--- src/rtl/wk_pkg.sv ---
package wk_pkg;
  localparam int DEF_PINS   = 16;
  localparam int DEF_STABLE = 2;
  localparam int SYNC_STAGES = 2;
endpackage

--- src/rtl/wk_sync.sv ---
module wk_sync #(
  parameter int W = 16
) (
  input  logic         clk,
  input  logic         rst,
  input  logic [W-1:0] d_i,
  output logic [W-1:0] q_o
);
  logic [W-1:0] meta_q;
  logic [W-1:0] sync_q;

  always_ff @(posedge clk) begin
    if (rst) begin
      meta_q <= '0;
      sync_q <= '0;
    end else begin
      meta_q <= d_i;
      sync_q <= meta_q;
    end
  end

  assign q_o = sync_q;
endmodule

--- src/rtl/wk_filter.sv ---
module wk_filter #(
  parameter int W      = 16,
  parameter int STABLE = 2
) (
  input  logic         clk,
  input  logic         rst,
  input  logic [W-1:0] smp_i,
  output logic [W-1:0] evt_o
);
  import wk_pkg::*;
  localparam int HDEPTH = (STABLE > 1) ? STABLE - 1 : 1;
  localparam int WARM   = STABLE + SYNC_STAGES;
  localparam int CW     = $clog2(WARM + 1);

  logic [W-1:0] hist_q [HDEPTH];
  logic [W-1:0] flt_q;
  logic [W-1:0] armed_q;
  logic [W-1:0] agree;
  logic [CW-1:0] warm_q;
  logic          ready;

  assign ready = (warm_q == CW'(WARM));

  always_comb begin
    agree = '1;
    if (STABLE > 1) begin
      for (int i = 0; i < HDEPTH; i++) agree &= ~(hist_q[i] ^ smp_i);
    end
  end

  assign evt_o = agree & armed_q & (smp_i ^ flt_q);

  always_ff @(posedge clk) begin
    if (rst) warm_q <= '0;
    else if (!ready) warm_q <= warm_q + 1'b1;
  end

  generate
    for (genvar g = 0; g < HDEPTH; g++) begin : g_hist
      always_ff @(posedge clk) begin
        if (rst) hist_q[g] <= '0;
        else if (g == 0) hist_q[g] <= smp_i;
        else hist_q[g] <= hist_q[(g == 0) ? 0 : g - 1];
      end
    end
  endgenerate

  always_ff @(posedge clk) begin
    if (rst) begin
      flt_q   <= '0;
      armed_q <= '0;
    end else if (ready) begin
      for (int b = 0; b < W; b++) begin
        if (agree[b]) begin
          flt_q[b]   <= smp_i[b];
          armed_q[b] <= 1'b1;
        end
      end
    end
  end

  AST_FLT_STABLE: assert property (@(posedge clk) disable iff (rst)
    (flt_q != $past(flt_q)) |-> ($past(smp_i) == $past(hist_q[HDEPTH-1])))
    else $error("filtered level moved without a settled window");
endmodule

--- src/rtl/wk_status.sv ---
module wk_status #(
  parameter int W = 16
) (
  input  logic         clk,
  input  logic         rst,
  input  logic [W-1:0] evt_i,
  input  logic [W-1:0] en_i,
  input  logic         clr_we_i,
  input  logic [W-1:0] clr_data_i,
  output logic [W-1:0] status_o,
  output logic         wake_o
);
  logic [W-1:0] status_q;
  logic [W-1:0] status_d;
  logic [W-1:0] clr_mask;
  logic         wake_q;

  assign clr_mask = clr_we_i ? clr_data_i : '0;
  assign status_d = (status_q & ~clr_mask) | (evt_i & en_i);

  always_ff @(posedge clk) begin
    if (rst) begin
      status_q <= '0;
      wake_q   <= 1'b0;
    end else begin
      status_q <= status_d;
      wake_q   <= |(status_d & en_i);
    end
  end

  assign status_o = status_q;
  assign wake_o   = wake_q;

  AST_W1C_CLEAR: assert property (@(posedge clk) disable iff (rst)
    (($past(status_q) & ~status_q & ~($past(clr_we_i) ? $past(clr_data_i) : '0)) == '0))
    else $error("status bit dropped without a clear write");

  AST_NO_DISABLED_SET: assert property (@(posedge clk) disable iff (rst)
    ((status_q & ~$past(status_q) & ~$past(en_i)) == '0))
    else $error("disabled pin set its status");

  AST_WAKE_LEVEL: assert property (@(posedge clk) disable iff (rst)
    wake_q == (|(status_q & $past(en_i))))
    else $error("wake level does not match masked status");
endmodule

--- src/rtl/wake_edge_detector.sv ---
module wake_edge_detector #(
  parameter int PINS          = wk_pkg::DEF_PINS,
  parameter int STABLE_CYCLES = wk_pkg::DEF_STABLE
) (
  input  logic            clk,
  input  logic            rst,
  input  logic [PINS-1:0] pin_i,
  input  logic [PINS-1:0] en_i,
  input  logic            clr_we_i,
  input  logic [PINS-1:0] clr_data_i,
  output logic [PINS-1:0] status_o,
  output logic            wake_o
);
  logic [PINS-1:0] smp;
  logic [PINS-1:0] evt;

  wk_sync #(.W(PINS)) u_sync (
    .clk(clk), .rst(rst), .d_i(pin_i), .q_o(smp)
  );

  wk_filter #(.W(PINS), .STABLE(STABLE_CYCLES)) u_filter (
    .clk(clk), .rst(rst), .smp_i(smp), .evt_o(evt)
  );

  wk_status #(.W(PINS)) u_status (
    .clk(clk), .rst(rst), .evt_i(evt), .en_i(en_i),
    .clr_we_i(clr_we_i), .clr_data_i(clr_data_i),
    .status_o(status_o), .wake_o(wake_o)
  );
endmodule

--- config.mk ---
export PLATFORM = sky130hd
export DESIGN_NAME = wake_edge_detector
export DESIGN_NICKNAME = d
export VERILOG_FILES = /design/src/rtl/wk_pkg.sv /design/src/rtl/wk_sync.sv /design/src/rtl/wk_filter.sv /design/src/rtl/wk_status.sv /design/src/rtl/wake_edge_detector.sv
export SDC_FILE = /design/constraint.sdc
export NUM_CORES = 1
export LEC_CHECK = 0
export ABC_CLOCK_PERIOD_IN_PS = 3600
export BUFFER_PORTS_ARGS = -buffer_cell sky130_fd_sc_hd__buf_2
export CORE_UTILIZATION = 50
export DETAILED_ROUTE_END_ITERATION = 12
export GPL_ROUTABILITY_DRIVEN = 0
export PLACE_DENSITY = 0.85
export SETUP_SLACK_MARGIN = 0.1
export SKIP_LAST_GASP = 1
export SLEW_MARGIN = 20
export SYNTH_ARGS = -nofsm -noshare
export SYNTH_HDL_FRONTEND = slang
export SYNTH_HIERARCHICAL = 1
export SYNTH_SLANG_ARGS = --single-unit
--- constraint.sdc ---
create_clock -name clk -period 3.6 [get_ports clk]
set_clock_uncertainty 0.1 [all_clocks]
set_input_delay 0.72 -clock clk [delete_from_list [all_inputs] [get_ports clk]]
set_output_delay 0.72 -clock clk [all_outputs]
set_load 0.05 [all_outputs]
Word level (Yosys, flattened, before mapping)
Memories as Yosys holds them, arrays and structs flattened.
Cells that the tools add are included.
{ "word_totals": {"ff_bits": 84, "latchBits": 0, "mem_bits_rw": 16, "rom_bits": 0, "output_inout_bits": 17, "elab_cells": 74, "memories": 1} }
{ "mem_list": {"columns": ["name", "words", "word_bits", "read_ports", "rd_clocked_by_memory_dff", "write_ports", "line_no", "rtl"], "rows": [
  ["u_filter.hist_q", 1, 16, 1, 0, 1, "wk_filter.sv:15", "logic [W-1:0] hist_q [HDEPTH];"]
]} }
{ "op_classes": {"add_sub_neg": 1, "n_mul": 0, "div": 0, "n_lt_le_gt_ge": 0, "n_eq_ne": 1, "shifts": 0, "mux": 6, "bitwise_logic": 10, "reduce_logical": 18} }
{ "op_table": {"columns": ["operator", "n"], "rows": [
  ["$and A16 B16 Y16", 5],
  ["$mux W16", 2],
  ["$not A16 Y16", 2],
  ["$reduce_and A2 Y1", 16],
  ["$reduce_or A16 Y1", 2],
  ["$xor A16 B16 Y16", 2],
  ["$or A16 B16 Y16", 1],
  ["$mux W1", 4],
  ["$add A3 B1 Y3 const B", 1],
  ["$eq A3 B3 Y1 const B", 1]
]} }

Longest topological paths before layout
Gate-level depths: netlist of run 1.
{ "logic_depth": {"ltp_word": 8, "depth_mapped": 7} }

Cells and area by module
Netlist of run 1, hierarchy kept.
{ "by_module_without_submodules": {"columns": ["mod", "n_inst", "cells_each", "area_each_um2", "seq_area_each_um2"], "rows": [
  ["wk_filter", 1, 238, 2254.7, 1021.0],
  ["wk_sync", 1, 67, 863.3, 640.6],
  ["wk_status", 1, 90, 750.7, 340.3]
]} }

Worst setup path before layout of run 1
OpenSTA, ideal clock, no wires.
{ "synth_timing": {"path_kind": "input to register", "start": "input clr_we_i", "end": "register u_status.wake_q, in the netlist u_status/wake_o", "t_arrival_ns": 1.449, "required_time_ns": 3.375, "path_slack_ns": 1.926, "stages": 5, "cell_sequence": "buf_6 a21boi_2 o21ai_2 nand4_1 o41a_1"} }
{ "synth_via": {"elab_chain_cells": 6} }
{ "synth_rtl": {"columns": ["item", "line_no", "rtl"], "rows": [
  ["start: declaration", "wake_edge_detector.sv:9", "input logic clr_we_i,"],
  ["$mux W16", "wk_status.sv:18", "assign clr_mask = clr_we_i ? clr_data_i : '0;"],
  ["$not A16 Y16", "wk_status.sv:19", "assign status_d = (status_q & ~clr_mask) | (evt_i & en_i);"],
  ["$and A16 B16 Y16", "wk_status.sv:19", null],
  ["$or A16 B16 Y16", "wk_status.sv:19", null],
  ["$and A16 B16 Y16", "wk_status.sv:27", "wake_q <= |(status_d & en_i);"],
  ["$reduce_or A16 Y1", "wk_status.sv:27", null],
  ["end signal: assignment", "wk_status.sv:27", null],
  ["end: declaration", "wk_status.sv:16", "logic wake_q;"]
]} }
No other way between the ends.
A chain may end at the register's enable or synchronous reset.

Worst setup path in the final report of run 1
{ "layout_timing": {"start": "register u_status.status_q[5], in the netlist u_status/status_o[5]", "end": "output status_o[5]"} }
{ "layout_rtl": {"columns": ["item", "line_no", "rtl"], "rows": [
  ["start: declaration", "wk_status.sv:13", "logic [W-1:0] status_q;"],
  ["start signal: assignment", "wk_status.sv:26", "status_q <= status_d;"],
  ["end: declaration", "wake_edge_detector.sv:11", "output logic [PINS-1:0] status_o,"]
]} }
No word-level cell between the ends.

==> flow_metrics.py, run 1 <==
metrics = {
    "synth": {
        "ys_ff_latch": 100,
        "synth.avg_cell_area_um2": 9.794,
        "synth.cell_area_um2": 3869,
        "yosysSeqAreaShare": 0.5175,
        "yosysUniqueCellTypes": 31,
        "syn_inst": 395,
        "ys_warn_count": 6,
        "synth_nets": 448,
    },
    "routing": {
        "wirelength_um": 6975,
        "drc_errors": 0,
        "firstDrtPassIters": 4,
        "drt_iter0_markers": 136,
        "vias_per_cell": 5.130,
        "route.vias.total": 2883,
        "ant_nets": 0,
        "wl_per_cell_um": 12.41,
    },
    "worst_setup_path": {
        "worstRegToRegCells": 5,
        "crit_required_ps": 2780,
        "crit_family": "flip-flops",
        "cpPeakStageDelay_ps": 340,
        "r2r-start": "u_sync/q_o[11]",
        "ff2ff_setup_slack_ps": 1870,
        "critPathCaptureType": "output pin",
        "cp-start-kind": "register",
        "cpMaxStageDelayCell": "dfxtp_1",
        "crit_fanout": 2,
        "worstReg2RegEnd": "u_status/wake_o",
        "crit_type": "register to output pin",
        "crit_chain": "buf_2",
        "path_buf_inv": 1,
        "arrival_ps": 970,
    },
    "job": {
        "drv_cap": 0,
    },
    "layout": {
        "mostFrequentLayoutCells": "100 x dfxtp_1, 67 x buf_2, 49 x a21oi_1",
        "layout_commonest_cell": "dfxtp_1",
        "area_growth_syn_to_layout_pct": 13.87,
        "drive_above_1_share": 0.2052,
        "nFillCells": 644,
        "antennaDiodeCount": 0,
        "nets": 511,
    },
    "timing": {
        "tightest_slew_ps": 696.8,
        "tns_ps": 0,
        "rsz0062_at_grt": "false",
        "setup_viol": 0,
        "max_slew_margin": 0.5355,
        "worst_slack_ps": 1812,
        "slew_viol_final": 0,
        "period_minus_slack_ps": 1788,
        "period_share": 0.4967,
        "finalHoldViolations": 0,
        "max_freq_mhz": 559.2,
    },
    "floorplanning": {
        "start_util": 0.5250,
        "core_area_um2": 7370,
        "num_io_pins": 68,
        "die_area_um2": 8093,
        "core.rowCount": 31,
        "fp.dieH_um": 89.96,
        "die_w_um": 89.96,
    },
    "clock_network": {
        "cts.sinks": 100,
        "cts_hold_buf": 0,
        "post-cts-setup-buffers": 0,
        "numCtsBuffers": 9,
        "cts_root_buf": "clkbuf_8",
        "cts_buffer_depth": 2,
        "ctsResizeCount": 0,
        "clkTransAtPathRegs_ps": 100,
        "htreeDepth": 3,
        "clk_latency_ps": 360,
        "cts_tree": "built",
    },
    "hold_path": {
        "worstHoldEndpoint": "u_sync/q_o[3]",
        "min_path_cells": 1,
        "hold_class": "register to register",
        "worstHoldStart": "u_sync/meta_q[3]",
    },
    "global_routing": {
        "track_usage": 0.1752,
        "grt_overflow": 0,
        "antenna_found_initial": 0,
        "grt_pass1_vias": 2541,
        "grt_max_degree": 41,
        "grt_pass1_wl_um": 11300,
    },
    "pwr": {
        "powerDensity_nw_per_um2": 444.6,
        "leakage_nw": 1.610,
        "vdd_drop_max_mv": 0.2669,
    },
    "placed_design": {
        "place_ws_ps": 1448,
        "place_hpwl_um": 4767,
        "port_buffers": 67,
    },
    "status": {
        "status": "completed",
    },
}
power breakdown:
group,internal (mW),leakage [nW],switching [mW]
Sequential,1.14,0.815,0.0281
Clock,0.269,0.0947,0.402
Combinational,0.0564,0.701,0.0619
Total,1.47,1.61,0.492
per-layer routing:
metal / wire length, um / track usage
met5: 0 / 0
met4: 114 / 0.05914
met3: 457 / 0.06684
met2: 3108 / 0.2801
met1: 3294 / 0.2172
state kept, by name (all words and copies together), names as in the netlist:
register and flops:
u_filter/flt_q 16, u_filter/armed_q 16, u_sync/q_o 16, u_filter/warm_q 3, u_sync/meta_q 16, u_status/status_o 16
u_filter/hist_q 16, u_status/wake_o 1
layout make-up:
type | count | area, um^2 | share of cell area
Inverter | 3 | 11.26 | 0.002556
Tap cell | 99 | 123.9 | 0.02812
Sequential cell | 100 | 2002 | 0.4544
Timing Repair Buffer | 69 | 350.3 | 0.07952
Multi-Input combinational cell | 275 | 1729 | 0.3925
Clock buffer | 9 | 123.9 | 0.02812
Clock inverter | 7 | 65.06 | 0.01477
cell families (layout without fill, tap and decap cells):
kind of cell    count (synthesis)  after routing  share of synthesized area
xor+xnor                       17             17                    0.03849
compound gates                114            114                     0.1831
fa+ha+maj                       2              2                   0.006467
buf+inv                        20             88                    0.03558
flops                         100            100                     0.5175
simple gates                  142            142                     0.2190
stage by stage:
| stage | total power, mW | util | instances | hold WS, ps | instance area [um^2] |
|---|---|---|---|---|---|
| 2_1_floorplan | 1.275 | - | 395 | 313.8 | 3869 |
| 3_3_place_gp | 1.307 | 0.5722 | 546 | 315.9 | 4217 |
| 3_5_place_dp | 1.314 | 0.5722 | 546 | 320.4 | 4217 |
| 4_1_cts | 1.977 | 0.5978 | 562 | 336.2 | 4405 |
| 5_1_grt | 2.047 | 0.5978 | 562 | 355.4 | 4405 |
| 6_report | 1.959 | 0.5978 | 562 | 334.0 | 4405 |
how the worst max path moves through the flow:
stage | startpoint | to | cells past startpoint
2_1_floorplan | clr_we_i | u_status/wake_o | 5
3_3_place_gp | rst | u_filter/warm_q[2] | 3
3_5_place_dp | clr_we_i | u_status/wake_o | 5
4_1_cts | u_status/status_o[5] | status_o[5] | 1
5_1_grt | u_status/status_o[3] | status_o[3] | 1
6_report | u_status/status_o[5] | status_o[5] | 1
cell usage after synthesis (all sizes together):
master  count  area share
o31ai      16       0.031
nand2       5      0.0055
ha          2      0.0065
xnor2      17       0.038
nor3        1      0.0013
a21oi      49       0.063
a21boi     32       0.064
o21ai      16       0.022
nand4       4      0.0065
nand3b     16       0.031
buf         9       0.025
nor2       36       0.035
and2        1      0.0023
nor2b      48       0.078
dfxtp     100        0.52
clkbuf      8      0.0078
inv         3      0.0029
nand3      16       0.026
o41a        1      0.0029
or3b       15       0.034
(Power assumes the default switching activity.)
==> inputs of run 2 (changes only) <==
--- a/config.mk
+++ b/config.mk
@@ -5,12 +5,12 @@
 export SDC_FILE = /design/constraint.sdc
 export NUM_CORES = 1
 export LEC_CHECK = 0
-export ABC_CLOCK_PERIOD_IN_PS = 3600
+export ABC_CLOCK_PERIOD_IN_PS = 1500
 export BUFFER_PORTS_ARGS = -buffer_cell sky130_fd_sc_hd__buf_2
 export CORE_UTILIZATION = 50
 export DETAILED_ROUTE_END_ITERATION = 12
 export GPL_ROUTABILITY_DRIVEN = 0
-export PLACE_DENSITY = 0.85
+export PLACE_DENSITY = 0.87
 export SETUP_SLACK_MARGIN = 0.1
 export SKIP_LAST_GASP = 1
 export SLEW_MARGIN = 20
==> constraint.sdc (replaced) <==
create_clock -name clk -period 1.5 [get_ports clk]
set_clock_uncertainty 0.1 [all_clocks]
set_input_delay 0.3 -clock clk [delete_from_list [all_inputs] [get_ports clk]]
set_output_delay 0.3 -clock clk [all_outputs]
set_load 0.05 [all_outputs]
==> run 2 against run 1 <==
The run now ends with setup timing left. Combinational power grew to 3.5 times the previous value. Critical path depth is 4 higher. Die area unchanged. Clock-buffer cell count is 1 higher. Critical endpoint is now u_status/wake_o.
==> flow_metrics.py, run 2 (same netlist as run 1, synthesis figures left out) <==
metrics = {
    "status": {
        "status": "complete, but fails checks",
        "violations": "setup timing",
    },
    "global_routing": {
        "grt_pass1_wl_um": 13180,
        "track_usage": 0.2010,
        "grt_overflow": 0,
        "grt_max_degree": 47,
        "antenna_found_initial": 0,
        "grt_pass1_vias": 3050,
    },
    "floorplanning": {
        "die_w_um": 89.96,
        "core.rowCount": 31,
        "core_area_um2": 7370,
        "die_area_um2": 8093,
        "start_util": 0.5250,
        "fp.dieH_um": 89.96,
        "num_io_pins": 68,
    },
    "clock_network": {
        "cts_tree": "built",
        "cts.sinks": 100,
        "cts_buffer_depth": 2,
        "clk_latency_ps": 350,
        "cts_hold_buf": 0,
        "clkTransAtPathRegs_ps": 90,
        "htreeDepth": 3,
        "numCtsBuffers": 9,
        "cts_root_buf": "clkbuf_8",
    },
    "layout": {
        "antennaDiodeCount": 0,
        "fin_cells": 610,
        "nets": 559,
        "design_area_um2": 5069,
        "area_growth_syn_to_layout_pct": 31.02,
        "layout_commonest_cell": "buf_2",
        "drive_above_1_share": 0.4149,
        "nFillCells": 556,
        "utilization": 0.6878,
        "mostFrequentLayoutCells": "64 x buf_2, 53 x dfxtp_1, 48 x nor2b_1",
    },
    "pwr": {
        "design_power_total_mw": 5.207,
        "powerDensity_nw_per_um2": 1027,
        "leakage_nw": 1.936,
        "vdd_drop_max_mv": 0.7940,
    },
    "worst_setup_path": {
        "path_buf_inv": 0,
        "cpMaxStageDelayCell": "o41a_1",
        "cp-start-kind": "register",
        "crit_required_ps": 1650,
        "crit_chain": "or3b_1 -> a21boi_1 -> o21ai_2 -> nand4_1 -> o41a_1",
        "arrival_ps": 1700,
        "critical_path_cell_count": 5,
        "crit_family": "compound AO/OA/AOI/OAI gates",
        "crit_fanout": 6,
        "crit_type": "register to register",
        "worstRegToRegCells": 5,
        "cpPeakStageDelay_ps": 430,
        "critPathCaptureType": "register",
    },
    "timing": {
        "rsz0062_at_grt": "true",
        "setup_viol": 1,
        "max_slew_margin": 0.6916,
        "finalHoldViolations": 0,
        "worst_slack_ps": -50.84,
        "max_freq_mhz": 644.8,
        "slew_viol_final": 0,
        "tightest_slew_ps": 458.5,
        "period_minus_slack_ps": 1551,
        "holdWs_ps": 44.43,
        "tns_ps": -50.84,
        "period_share": 1.034,
    },
    "routing": {
        "wl_per_cell_um": 13.44,
        "vias_per_cell": 5.225,
        "route.vias.total": 3187,
        "wirelength_um": 8201,
        "drt_iter0_markers": 166,
        "firstDrtPassIters": 4,
        "ant_nets": 0,
        "drc_errors": 0,
    },
    "placed_design": {
        "place_ws_ps": -205.3,
        "dp_cells": 589,
        "place_hpwl_um": 5577,
        "port_buffers": 67,
        "place_area_um2": 4623,
    },
    "job": {
        "drv_cap": 0,
    },
    "hold_path": {
        "min_path_cells": 2,
        "hold_class": "input pin to register",
    },
}
## run 2: path summary, 6_finish.rpt
check	end	start	slack (ps)
setup / recovery	u_status/wake_o	u_sync/q_o[4]	-50
hold / removal	u_sync/meta_q[6]	pin_i[6]	40
setup reg to reg	u_status/wake_o	u_sync/q_o[4]	-50
hold reg to reg	u_sync/q_o[15]	u_sync/meta_q[15]	340
## run 2: where the power goes
part | total [mW] | leakage (nW) | internal [mW] | switching [mW]
combinational | 0.412 | 0.990 | 0.211 | 0.201
sequential | 2.80 | 0.837 | 2.74 | 0.0560
clock | 2.00 | 0.109 | 1.11 | 0.889
## run 2: worst register-to-register path: cells and delay by family, from the launching register on
kind | cells | cell delay (ps)
AOI/OAI and AO/OA | 3 | 690
DFF | 1 | 400
and+or+nand+nor | 2 | 270
## run 2: final cells by class
type,count,area (um^2),share of cell area
repair buffers,117,775.7,0.1530
clock buffers,10,127.6,0.02518
inverters,3,11.26,0.002222
clock inverters,6,112.6,0.02222
multi-input cells,275,1849,0.3648
well taps,99,123.9,0.02444
flip-flops and latches,100,2068,0.4080
## run 2: metal layers
layer	GRT usage	routed length, um
met5	0	0
met4	0.06855	144
met3	0.06176	559
met2	0.3532	4033
met1	0.2316	3463
## run 2: timing repair
action                                  4_1_cts  5_1_grt
buffers inserted                              3        2
gates resized for setup                      29       39
pin swaps                                     9       12
cloned                                        0        0
endpoints found under the setup margin       14       35
==> inputs of run 3 (changes only) <==
--- a/config.mk
+++ b/config.mk
@@ -10,11 +10,10 @@
 export CORE_UTILIZATION = 50
 export DETAILED_ROUTE_END_ITERATION = 12
 export GPL_ROUTABILITY_DRIVEN = 0
-export PLACE_DENSITY = 0.87
+export PLACE_DENSITY_LB_ADDON = 0.12
 export SETUP_SLACK_MARGIN = 0.1
 export SKIP_LAST_GASP = 1
 export SLEW_MARGIN = 20
 export SYNTH_ARGS = -nofsm -noshare
 export SYNTH_HDL_FRONTEND = slang
-export SYNTH_HIERARCHICAL = 1
 export SYNTH_SLANG_ARGS = --single-unit
==> run 3 against run 2 <==
The run now ends clean. Worst setup slack better by 80 ps. Cell count is 2.0% higher. Clock power is 23% lower. Flip-flop and latch count stayed put. Area after synthesis is 0.13% higher. Maximum frequency is 5.4% higher. Largest cell class unchanged.
==> flow_metrics.py, run 3 <==
metrics = {
    "layout": {
        "drive_above_1_share": 0.3174,
        "antennaDiodeCount": 0,
        "area_growth_syn_to_layout_pct": 27.58,
        "utilization": 0.6706,
        "nets": 571,
        "layout_commonest_cell": "dfxtp_1",
        "mostFrequentLayoutCells": "83 x dfxtp_1, 53 x buf_2, 47 x nor2b_1",
    },
    "worst_setup_path": {
        "cp-start-kind": "register",
        "arrival_ps": 1680,
        "crit_fanout": 5,
        "crit_type": "register to register",
        "critPathCaptureType": "register",
        "r2r-start": "u_sync.q_o[11]",
        "crit_required_ps": 1710,
        "worstSetupStartpoint": "u_sync.q_o[11]",
    },
    "synth": {
        "synth_edf_count": 0,
        "ys_ff_latch": 100,
        "synth_nets": 477,
        "yosysSeqAreaShare": 0.5168,
        "ys_top_cells_by_count": "100 x dfxtp_1, 49 x a21oi_1, 47 x nor2b_1",
        "yosysTopAreaCell": "dfxtp_1",
        "ys_warn_count": 0,
        "synth-main-ff-cell": "dfxtp_1",
        "yosysUniqueCellTypes": 31,
        "yosys.cell_count.top_type": "dfxtp_1",
        "ys_async_sr_fraction": 0,
        "synth.avg_cell_area_um2": 9.136,
        "synth.cell_area_um2": 3874,
        "synth_top_area_share": 0.5168,
        "syn_inst": 424,
        "yosys-top-cells-area": "dfxtp_1 52%, nor2b_1 7.6%, a21oi_1 6.3%",
    },
    "timing": {
        "setup_viol": 0,
        "max_slew_margin": 0.7474,
        "tightest_slew_ps": 379.0,
        "worst_slack_ps": 28.89,
        "holdWs_ps": 36.01,
        "tns_ps": 0,
        "period_share": 0.9807,
        "slew_viol_final": 0,
        "max_freq_mhz": 679.8,
        "finalHoldViolations": 0,
        "period_minus_slack_ps": 1471,
        "rsz0062_at_grt": "true",
    },
    "global_routing": {
        "grt_overflow": 0,
        "grt_pass1_wl_um": 14220,
        "antenna_found_initial": 0,
        "grt_pass1_vias": 3038,
        "grt_max_degree": 66,
        "track_usage": 0.2231,
    },
    "pwr": {
        "powerDensity_nw_per_um2": 982.1,
        "vdd_drop_max_mv": 0.6603,
        "design_power_total_mw": 4.854,
        "leakage_nw": 1.910,
    },
    "floorplanning": {
        "core.rowCount": 31,
        "core_area_um2": 7370,
        "die_area_um2": 8104,
        "num_io_pins": 68,
        "fp.dieH_um": 90.02,
        "die_w_um": 90.02,
        "start_util": 0.5256,
    },
    "routing": {
        "drt_iter0_markers": 144,
        "wl_per_cell_um": 14.20,
        "vias_per_cell": 5.174,
        "drc_errors": 0,
        "wirelength_um": 8835,
        "route.vias.total": 3218,
        "ant_nets": 0,
        "firstDrtPassIters": 4,
    },
    "clock_network": {
        "clk_latency_ps": 360,
        "cts_tree": "built",
        "numCtsBuffers": 9,
        "cts_root_buf": "clkbuf_8",
        "cts_hold_buf": 0,
        "htreeDepth": 3,
        "clkTransAtPathRegs_ps": 100,
        "cts_buffer_depth": 2,
        "cts.sinks": 100,
    },
    "placed_design": {
        "port_buffers": 67,
        "place_hpwl_um": 5819,
        "place_ws_ps": -214.3,
    },
    "job": {
        "drv_cap": 0,
    },
    "status": {
        "status": "completed",
    },
    "hold_path": {
        "worstHoldStart": "pin_i[5]",
        "hold_class": "input pin to register",
    },
}
-- run 3: logic make-up after synthesis --
logic type / share of synthesized area
and+or+nand+nor: 0.2613
buffers and inverters: 0.02164
adders and majority gates: 0.006459
xor gates and xnor gates: 0.03844
AOI/OAI and AO/OA: 0.1554
DFF: 0.5168
-- run 3: final cells by class --
| cell class | instances | area (um^2) |
|---|---|---|
| Sequential cell | 100 | 2026 |
| Timing Repair Buffer | 101 | 704.4 |
| Tap cell | 99 | 123.9 |
| Multi-Input combinational cell | 304 | 1907 |
| Clock inverter | 7 | 50.05 |
| Inverter | 2 | 7.507 |
| Clock buffer | 9 | 123.9 |
| Fill cell | 606 | 2427 |
-- run 3: worst paths after layout --
path | to | depth (start not counted) | slack (ps)
setup / recovery | u_status.wake_o | 5 | 30
hold / removal | u_sync.meta_q[5] | 2 | 40
setup reg to reg | u_status.wake_o | 5 | 30
hold reg to reg | u_sync.q_o[9] | 1 | 330
-- run 3: power by group --
group	switching, mW	internal, mW	total (mW)
combinational	0.251	0.251	0.503
clock	0.946	0.608	1.55
sequential	0.0552	2.74	2.80
-- run 3: timing repair --
| action | CTS | global route |
|---|---|---|
| setup buffers | 13 | 1 |
| gates cloned | 0 | 2 |
| endpoints found under the setup margin | 42 | 35 |
| pin swaps | 9 | 8 |
| gates resized for setup | 37 | 36 |
-- run 3: metal layers --
layer | routed length (um) | part of all wire | track usage
met1 | 3943 | 0.45 | 0.2798
met2 | 4339 | 0.49 | 0.3747
met3 | 408 | 0.046 | 0.04653
met4 | 144 | 0.016 | 0.08737
met5 | 0 | 0 | 0
-- run 3: per-stage QoR --
stage | area [um^2] | std cells
floorplan | 3889 | 424
CTS | 4797 | 619
global placement | 4417 | 590
finish | 4942 | 622
detailed placement | 4417 | 590
global route | 4942 | 622
-- run 3: critical path: stages, from the launching register on --
cell and delay [ps]:
dfxtp_1 370, or3b_1 410, a21oi_2 190, nor4_2 80, and4_4 170, a21oi_2 100
